--- src/rtl/sem_pkg.sv ---
package sem_pkg;
  typedef enum logic [1:0] {
    OWN_FREE = 2'd0,
    OWN_L    = 2'd1,
    OWN_R    = 2'd2
  } owner_e;
endpackage

--- src/rtl/sem_port_dec.sv ---
module sem_port_dec #(
  parameter int N_FLAGS = 8,
  localparam int SEL_W = $clog2(N_FLAGS)
) (
  input  logic               clk_i,
  input  logic               rst_ni,
  input  logic               ce_i,
  input  logic               sem_en_i,
  input  logic [SEL_W-1:0]   sel_i,
  input  logic               we_i,
  input  logic               wdata_i,
  output logic [N_FLAGS-1:0] set_o,
  output logic [N_FLAGS-1:0] clr_o
);
  logic wr;
  // flag access needs the memory array deselected
  assign wr = we_i & sem_en_i & ~ce_i;

  always_comb begin
    set_o = '0;
    clr_o = '0;
    if (wr) begin
      if (wdata_i) clr_o[sel_i] = 1'b1;
      else         set_o[sel_i] = 1'b1;
    end
  end


  one_flag_per_write_chk: assert property (@(posedge clk_i) disable iff (!rst_ni)
    $onehot0(set_o | clr_o));
endmodule

--- src/rtl/sem_flag_cell.sv ---
module sem_flag_cell
  import sem_pkg::*;
(
  input  logic   clk_i,
  input  logic   rst_ni,
  input  logic   set_l_i,
  input  logic   clr_l_i,
  input  logic   set_r_i,
  input  logic   clr_r_i,
  output owner_e owner_o
);
  logic   req_l_q, req_r_q, req_l_n, req_r_n;
  owner_e owner_q, owner_n;

  assign req_l_n = set_l_i ? 1'b1 : (clr_l_i ? 1'b0 : req_l_q);
  assign req_r_n = set_r_i ? 1'b1 : (clr_r_i ? 1'b0 : req_r_q);

  always_comb begin
    unique case (owner_q)
      OWN_L:   owner_n = req_l_n ? OWN_L : (req_r_n ? OWN_R : OWN_FREE);
      OWN_R:   owner_n = req_r_n ? OWN_R : (req_l_n ? OWN_L : OWN_FREE);
      default: owner_n = req_l_n ? OWN_L : (req_r_n ? OWN_R : OWN_FREE); // left wins a tie
    endcase
  end

  always_ff @(posedge clk_i or negedge rst_ni) begin
    if (!rst_ni) begin
      req_l_q <= 1'b0;
      req_r_q <= 1'b0;
      owner_q <= OWN_FREE;
    end else begin
      req_l_q <= req_l_n;
      req_r_q <= req_r_n;
      owner_q <= owner_n;
    end
  end

  assign owner_o = owner_q;


  holder_keeps_chk: assert property (@(posedge clk_i) disable iff (!rst_ni)
    (owner_q == OWN_L && !clr_l_i) |=> owner_q == OWN_L);

  pass_on_release_chk: assert property (@(posedge clk_i) disable iff (!rst_ni)
    (owner_q == OWN_L && clr_l_i && (req_r_q || set_r_i) && !clr_r_i) |=> owner_q == OWN_R);

  left_wins_tie_chk: assert property (@(posedge clk_i) disable iff (!rst_ni)
    (owner_q == OWN_FREE && set_l_i && set_r_i) |=> (owner_q == OWN_L && req_r_q));

  free_on_release_chk: assert property (@(posedge clk_i) disable iff (!rst_ni)
    (owner_q == OWN_R && clr_r_i && !set_l_i && (!req_l_q || clr_l_i)) |=> owner_q == OWN_FREE);
endmodule

--- src/rtl/sem_flag_unit.sv ---
module sem_flag_unit
  import sem_pkg::*;
#(
  parameter int N_FLAGS = 8,
  parameter int DATA_W  = 8,
  localparam int SEL_W  = $clog2(N_FLAGS)
) (
  input  logic              clk_i,
  input  logic              rst_ni,
  input  logic              l_ce_i,
  input  logic              l_sem_en_i,
  input  logic [SEL_W-1:0]  l_sel_i,
  input  logic              l_we_i,
  input  logic              l_wdata_i,
  output logic [DATA_W-1:0] l_rdata_o,
  input  logic              r_ce_i,
  input  logic              r_sem_en_i,
  input  logic [SEL_W-1:0]  r_sel_i,
  input  logic              r_we_i,
  input  logic              r_wdata_i,
  output logic [DATA_W-1:0] r_rdata_o
);
  logic   [N_FLAGS-1:0] l_set, l_clr, r_set, r_clr;
  owner_e [N_FLAGS-1:0] owner_w;

  sem_port_dec #(.N_FLAGS(N_FLAGS)) u_dec_l (
    .clk_i, .rst_ni, .ce_i(l_ce_i), .sem_en_i(l_sem_en_i), .sel_i(l_sel_i),
    .we_i(l_we_i), .wdata_i(l_wdata_i), .set_o(l_set), .clr_o(l_clr));

  sem_port_dec #(.N_FLAGS(N_FLAGS)) u_dec_r (
    .clk_i, .rst_ni, .ce_i(r_ce_i), .sem_en_i(r_sem_en_i), .sel_i(r_sel_i),
    .we_i(r_we_i), .wdata_i(r_wdata_i), .set_o(r_set), .clr_o(r_clr));

  for (genvar g = 0; g < N_FLAGS; g++) begin : g_flag
    sem_flag_cell u_cell (
      .clk_i, .rst_ni,
      .set_l_i(l_set[g]), .clr_l_i(l_clr[g]),
      .set_r_i(r_set[g]), .clr_r_i(r_clr[g]),
      .owner_o(owner_w[g]));
  end

  // flag bit replicated over the read word
  assign l_rdata_o = {DATA_W{owner_w[l_sel_i] != OWN_L}};
  assign r_rdata_o = {DATA_W{owner_w[r_sel_i] != OWN_R}};


  idle_stable_chk: assert property (@(posedge clk_i) disable iff (!rst_ni)
    (l_set == '0 && l_clr == '0 && r_set == '0 && r_clr == '0) |=> $stable(owner_w));

  uniform_read_chk: assert property (@(posedge clk_i) disable iff (!rst_ni)
    (l_rdata_o == '0 || l_rdata_o == '1) && (r_rdata_o == '0 || r_rdata_o == '1));

  not_both_zero_chk: assert property (@(posedge clk_i) disable iff (!rst_ni)
    (l_sel_i == r_sel_i) |-> !(l_rdata_o == '0 && r_rdata_o == '0));
endmodule

--- config.mk ---
export PLATFORM = sky130hd
export DESIGN_NAME = sem_flag_unit
export DESIGN_NICKNAME = d
export VERILOG_FILES = /design/src/rtl/sem_pkg.sv /design/src/rtl/sem_port_dec.sv /design/src/rtl/sem_flag_cell.sv /design/src/rtl/sem_flag_unit.sv
export SDC_FILE = /design/constraint.sdc
export NUM_CORES = 1
export LEC_CHECK = 0
export ABC_AREA = 0
export BUFFER_PORTS_ARGS = -buffer_cell sky130_fd_sc_hd__buf_2
export CAP_MARGIN = 25
export CORE_ASPECT_RATIO = 1.2
export CORE_UTILIZATION = 57
export CTS_BUF_LIST = sky130_fd_sc_hd__clkbuf_8
export DETAILED_ROUTE_END_ITERATION = 8
export PLACE_DENSITY = 0.87
export SETUP_SLACK_MARGIN = 0.05
export SYNTH_ARGS = -nofsm -noshare
export SYNTH_HDL_FRONTEND = slang
export SYNTH_SLANG_ARGS = --single-unit
--- constraint.sdc ---
create_clock -name clk_i -period 2.1 [get_ports clk_i]
set_clock_uncertainty 0.05 [all_clocks]
set_input_delay 0.105 -clock clk_i [delete_from_list [all_inputs] [get_ports clk_i]]
set_output_delay 0.105 -clock clk_i [all_outputs]
set_load 0.01 [all_outputs]
Word level (Yosys, flattened, before mapping)
Cells that the tools add are included.
Cells by class
  order comparisons: 4
  eq/ne operators: 10
  muxes and demuxes: 88
  bitwise operators: 6
  reduce and logical (&&, ||, !) cells: 2
Operator list (number)
  2-bit two-way mux: 34
  8-bit two-way mux: 8
  1-bit two-way mux: 42
  2-bit == test (second input constant): 8
  2-bit binary-select mux with 3-bit select: 2
  3-bit by 4-bit < comparator with 1-bit output (second input constant): 2
  1-bit demux with 3-bit select: 2
  3-bit by 1-bit >= comparator with 1-bit output (second input constant): 2
  1-bit bitwise AND: 4
  1-bit logical AND: 2
  2-bit by 1-bit inequality test with 1-bit output (second input constant): 1
  2-bit inequality test (second input constant): 1
  1-bit inverter: 2
Word-level totals
  bits in registers: 32
  input port bits: 16
  output and inout bits: 16
  logic and storage cells: 134

Depth between registers and ports, before layout
  depth in word-level cells: 11
  gate-level depth with buffers: 6
  mapped depth without buffers: 4

Modules after synthesis
A second synthesis with hierarchy kept.
Unflattened totals
  cells, all modules: 192
  area, all modules: 1864.3 um^2
By module, submodules not included
  sem_flag_cell: times used 8, cells an instance 12, area an instance 150.1 um^2, seq. area each 100.1 um^2
  sem_port_dec: times used 2, cells an instance 28, area an instance 180.2 um^2, seq. area each 0.0 um^2
  sem_flag_unit: times used 1, cells an instance 40, area an instance 302.8 um^2, seq. area each 0.0 um^2

Least setup slack after synthesis
OpenSTA, ideal clock, no wires.
  path kind: register to output
  from: reg g_flag[6].u_cell.owner_q[1]
  to: out l_rdata_o[1]
  data arrival time: 1.638 ns
  required time: 1.945 ns
  setup slack: 0.307 ns
  stages on the path, launching flop included: 6
  path through: dfrtp_1 > and3_1 > a211oi_1 > a31oi_1 > or4_1 > buf_4
Between the ends
  word-level cells in the longest chain between the ends: 3
Ends and longest elaborated chain
  start, declared: line sem_flag_cell.sv:13  | owner_e owner_q, owner_n;
  start signal, assigned: line sem_flag_cell.sv:34  | owner_q <= owner_n;
  2-bit binary-select mux with 3-bit select: line sem_flag_unit.sv:43  | assign l_rdata_o = {DATA_W{owner_w[l_sel_i] != OWN_L}};
  2-bit two-way mux (implied by the code): line sem_flag_unit.sv:43
  2-bit by 1-bit inequality test with 1-bit output: line sem_flag_unit.sv:43
  end, declared: line sem_flag_unit.sv:15  | output logic [DATA_W-1:0] l_rdata_o,
No other way between the ends. The select of a mux whose other input is x is not followed.

Final worst setup path
  from: reg g_flag[6].u_cell.owner_q[1]
  to: out l_rdata_o[3]
The elaborated chain is that of the path after synthesis.

==> qor.yml <==
status:
  status: "complete, no violations"
floorplanning:
  io-pin-count: 32
  num_rows: 21
  die_h_um: 62.03
  die_w_um: 52.03
  dieArea_sq_um: 3227
  core_area_sq_um: 2811
  initial_core_util_pct: 60.88
clock_network:
  root_buffer: "clkbuf_8"
  worst_skew_pair.late_latency_ns: 0.29
  clock_sinks: 32
  clkTransAtPathRegs_ns: 0.07
  tritoncts: "yes"
  cts_max_level: 2
  cts_buffer_depth: 2
  cts_buffers: 5
logic_synthesis:
  yosysSeqAreaShare_pct: 46.78
  syn-cell-area_sq_um: 1712
  yosysWarnings: 0
  synth_seq_cells: 32
  synth_cell_type_count: 26
  netlist_top_cells_area: "dfrtp_1 (47%), buf_4 (7.5%), mux2i_1 (6.4%)"
  synth_area_leader_cell: "dfrtp_1"
  synth_fp_nets: 177
  syn_inst: 161
  avgSynthCellArea_sq_um: 10.63
  yosysTopAreaCellShare_pct: 46.78
detailed_routing:
  vias: 1262
  antenna_left: 0
  post-route-drc-count: 0
  drt_iter0_markers: 42
  vias_per_cell: 5.870
  wl_um: 3485
  drtPass1Iterations: 4
  wl_per_cell_um: 16.21
power_and_ir_drop:
  power.share.clock_pct: 30.1
  power_leakage_nw: 0.9330
  p_sw_share_pct: 29.25
  ir_worst_vdd_uv: 815.1
  p_comb_share_pct: 27.3
  power.switching_uw: 561.5
  power.density_nw_per_um2: 978.6
  internal-power_mw: 1.358
  p_seq_share_pct: 42.5
sta:
  post-route-min-period_ns: 2.008
  maxSlewViolCount: 0
  fin_crit_sh_pct: 95.63
  tns_ns: 0
  slew_headroom_pct: 52.34
  rsz0062_at_grt: "yes"
  worst_hold_slack_ns: 0.09911
  fmax_ghz: 0.4979
  finalHoldViolCount: 0
  worst_pin_slew_ns: 0.7149
  finalSetupViolCount: 0
grt:
  grt_pass1_wl_um: 5299
  grt_pass1_vias: 1129
  grtUsageTotal_pct: 24.62
  grt_max_degree: 33
  grt.overflow.total: 0
  antenna_found_initial: 0
cells_and_area:
  drive_above_1_share_pct: 27.07
  nFillCells: 209
  diodes: 0
  finalInstanceArea_sq_um: 1962
  multi_input_area_sq_um: 747.0
  syn_to_final_growth_pct: 14.62
  fin_nets: 196
  layout_common_cells: "dfrtp_1 (32), buf_2 (23), nand2b_1 (16), mux2i_1 (11), a21boi_0 (9)"
  seq_area_sq_um: 800.8
  final_common_cell: "dfrtp_1"
place:
  portBuffers: 31
  hpwl_um: 2462
  placedInstanceArea_sq_um: 1762
  globalplace.congestion: 0.8475
worst_setup_path:
  required_ns: 1.95
  critPathMaxFanout: 8
  crit_type: "flop to output port"
  cp-start-kind: "flop"
  end_kind: "output port"
  cp.arrival_ns: 1.85
hold_path:
  holdCritPathClass: "input pin to flop"
job:
  drv_cap: 0
## critical path, cell delays in order, from the launching register on
cell	delay (ns)
dfrtp_1	0.38
and3_4	0.18
a211oi_2	0.14
a31oi_1	0.07
or4_4	0.62
buf_6	0.16
## synth_stat cells (all sizes together)
master / n
a21boi: 16
inv: 8
a211oi: 1
buf: 20
a21oi: 3
nor3b: 2
and4bb: 2
a31oi: 1
or4: 1
nand3: 3
nand4b: 2
mux4: 3
o31ai: 8
nand2: 6
nor2: 6
o41ai: 2
clkbuf: 2
o21ai: 7
nor2b: 8
mux2i: 11
and3: 1
nand2b: 16
dfrtp: 32
## worst paths after layout
| check | from | to | slack [ns] | cells after the start |
|---|---|---|---|---|
| setup / recovery | g_flag[6].u_cell.owner_o[1] | l_rdata_o[3] | 0.09 | 5 |
| hold / removal | l_wdata_i | g_flag[0].u_cell.req_l_q | 0.1 | 2 |
| setup reg to reg | g_flag[6].u_cell.owner_o[1] | g_flag[6].u_cell.owner_o[0] | 1.04 | 4 |
| hold reg to reg | g_flag[4].u_cell.req_r_q | g_flag[4].u_cell.req_r_q | 0.47 | 2 |
| max in group asynchronous | rst_ni | g_flag[1].u_cell.owner_o[0] | 1.19 | 2 |
| min in group asynchronous | rst_ni | g_flag[6].u_cell.req_r_q | 0.35 | 2 |
## power by group through the flow
stage	Clock [mW]	Sequential (mW)	Combinational, mW
after floorplan	0	0.801	0.379
after global placement	0	0.819	0.414
after detailed placement	0	0.826	0.441
after CTS	0.596	0.815	0.513
after global routing	0.618	0.831	0.576
final	0.579	0.817	0.525
## logic make-up (layout without fill, tap and decap cells)
| group | after synthesis | count (layout) | synth area share (%) |
|---|---|---|---|
| multiplexers | 14 | 14 | 10.38 |
| buffers and inverters | 30 | 50 | 10.38 |
| flip-flops | 32 | 32 | 46.78 |
| AND/OR/NAND/NOR | 47 | 47 | 17.18 |
| AO/OA/AOI/OAI | 38 | 38 | 15.28 |
## layer usage
| layer | up-vias | global-route usage (%) | wire length, um |
|---|---|---|---|
| met2 | 48 | 43.04 | 1862 |
| met4 | 0 | 11.58 | 54 |
| met1 | 624 | 28.14 | 1382 |
| met5 | - | 0 | 0 |
| li1 | 585 | - | - |
| met3 | 5 | 6.569 | 185 |
## repair_timing
action / 4_1_cts / 5_1_grt
resized for setup: 10 / 1
hold endpoints to repair: 32 / 0
hold buffers: 1 / 0
endpoints found under the setup margin: 8 / 8
buffers inserted: 1 / 1
pin swaps: 2 / 1
## metrics by stage
| stage | instances | worst slack, ns | power [mW] | utilization [%] |
|---|---|---|---|---|
| final | 215 | 0.09171 | 1.920 | 69.78 |
| after global routing | 215 | -0.02584 | 2.025 | 69.78 |
| after CTS | 214 | 0.05982 | 1.924 | 69.34 |
| after detailed placement | 204 | 0.2592 | 1.267 | 62.66 |
| after global placement | 204 | 0.3609 | 1.233 | 62.66 |
| after floorplan | 161 | 0.3074 | 1.180 | - |
## cell type report
cell class / count / area share (%)
clock buffers: 5 / 3.508
clock inverters: 3 / 2.168
inverters: 8 / 1.531
multi-input cells: 99 / 38.07
flip-flops and latches: 32 / 40.82
well taps: 34 / 2.168
repair buffers: 34 / 11.73
## sequential cells by signal, indices dropped and copies added, names as in the netlist
name and flops:
g_flag.u_cell.owner_o 16, g_flag.u_cell.req_l_q 8, g_flag.u_cell.req_r_q 8
Note: power is estimated with default switching activity, not from simulation.
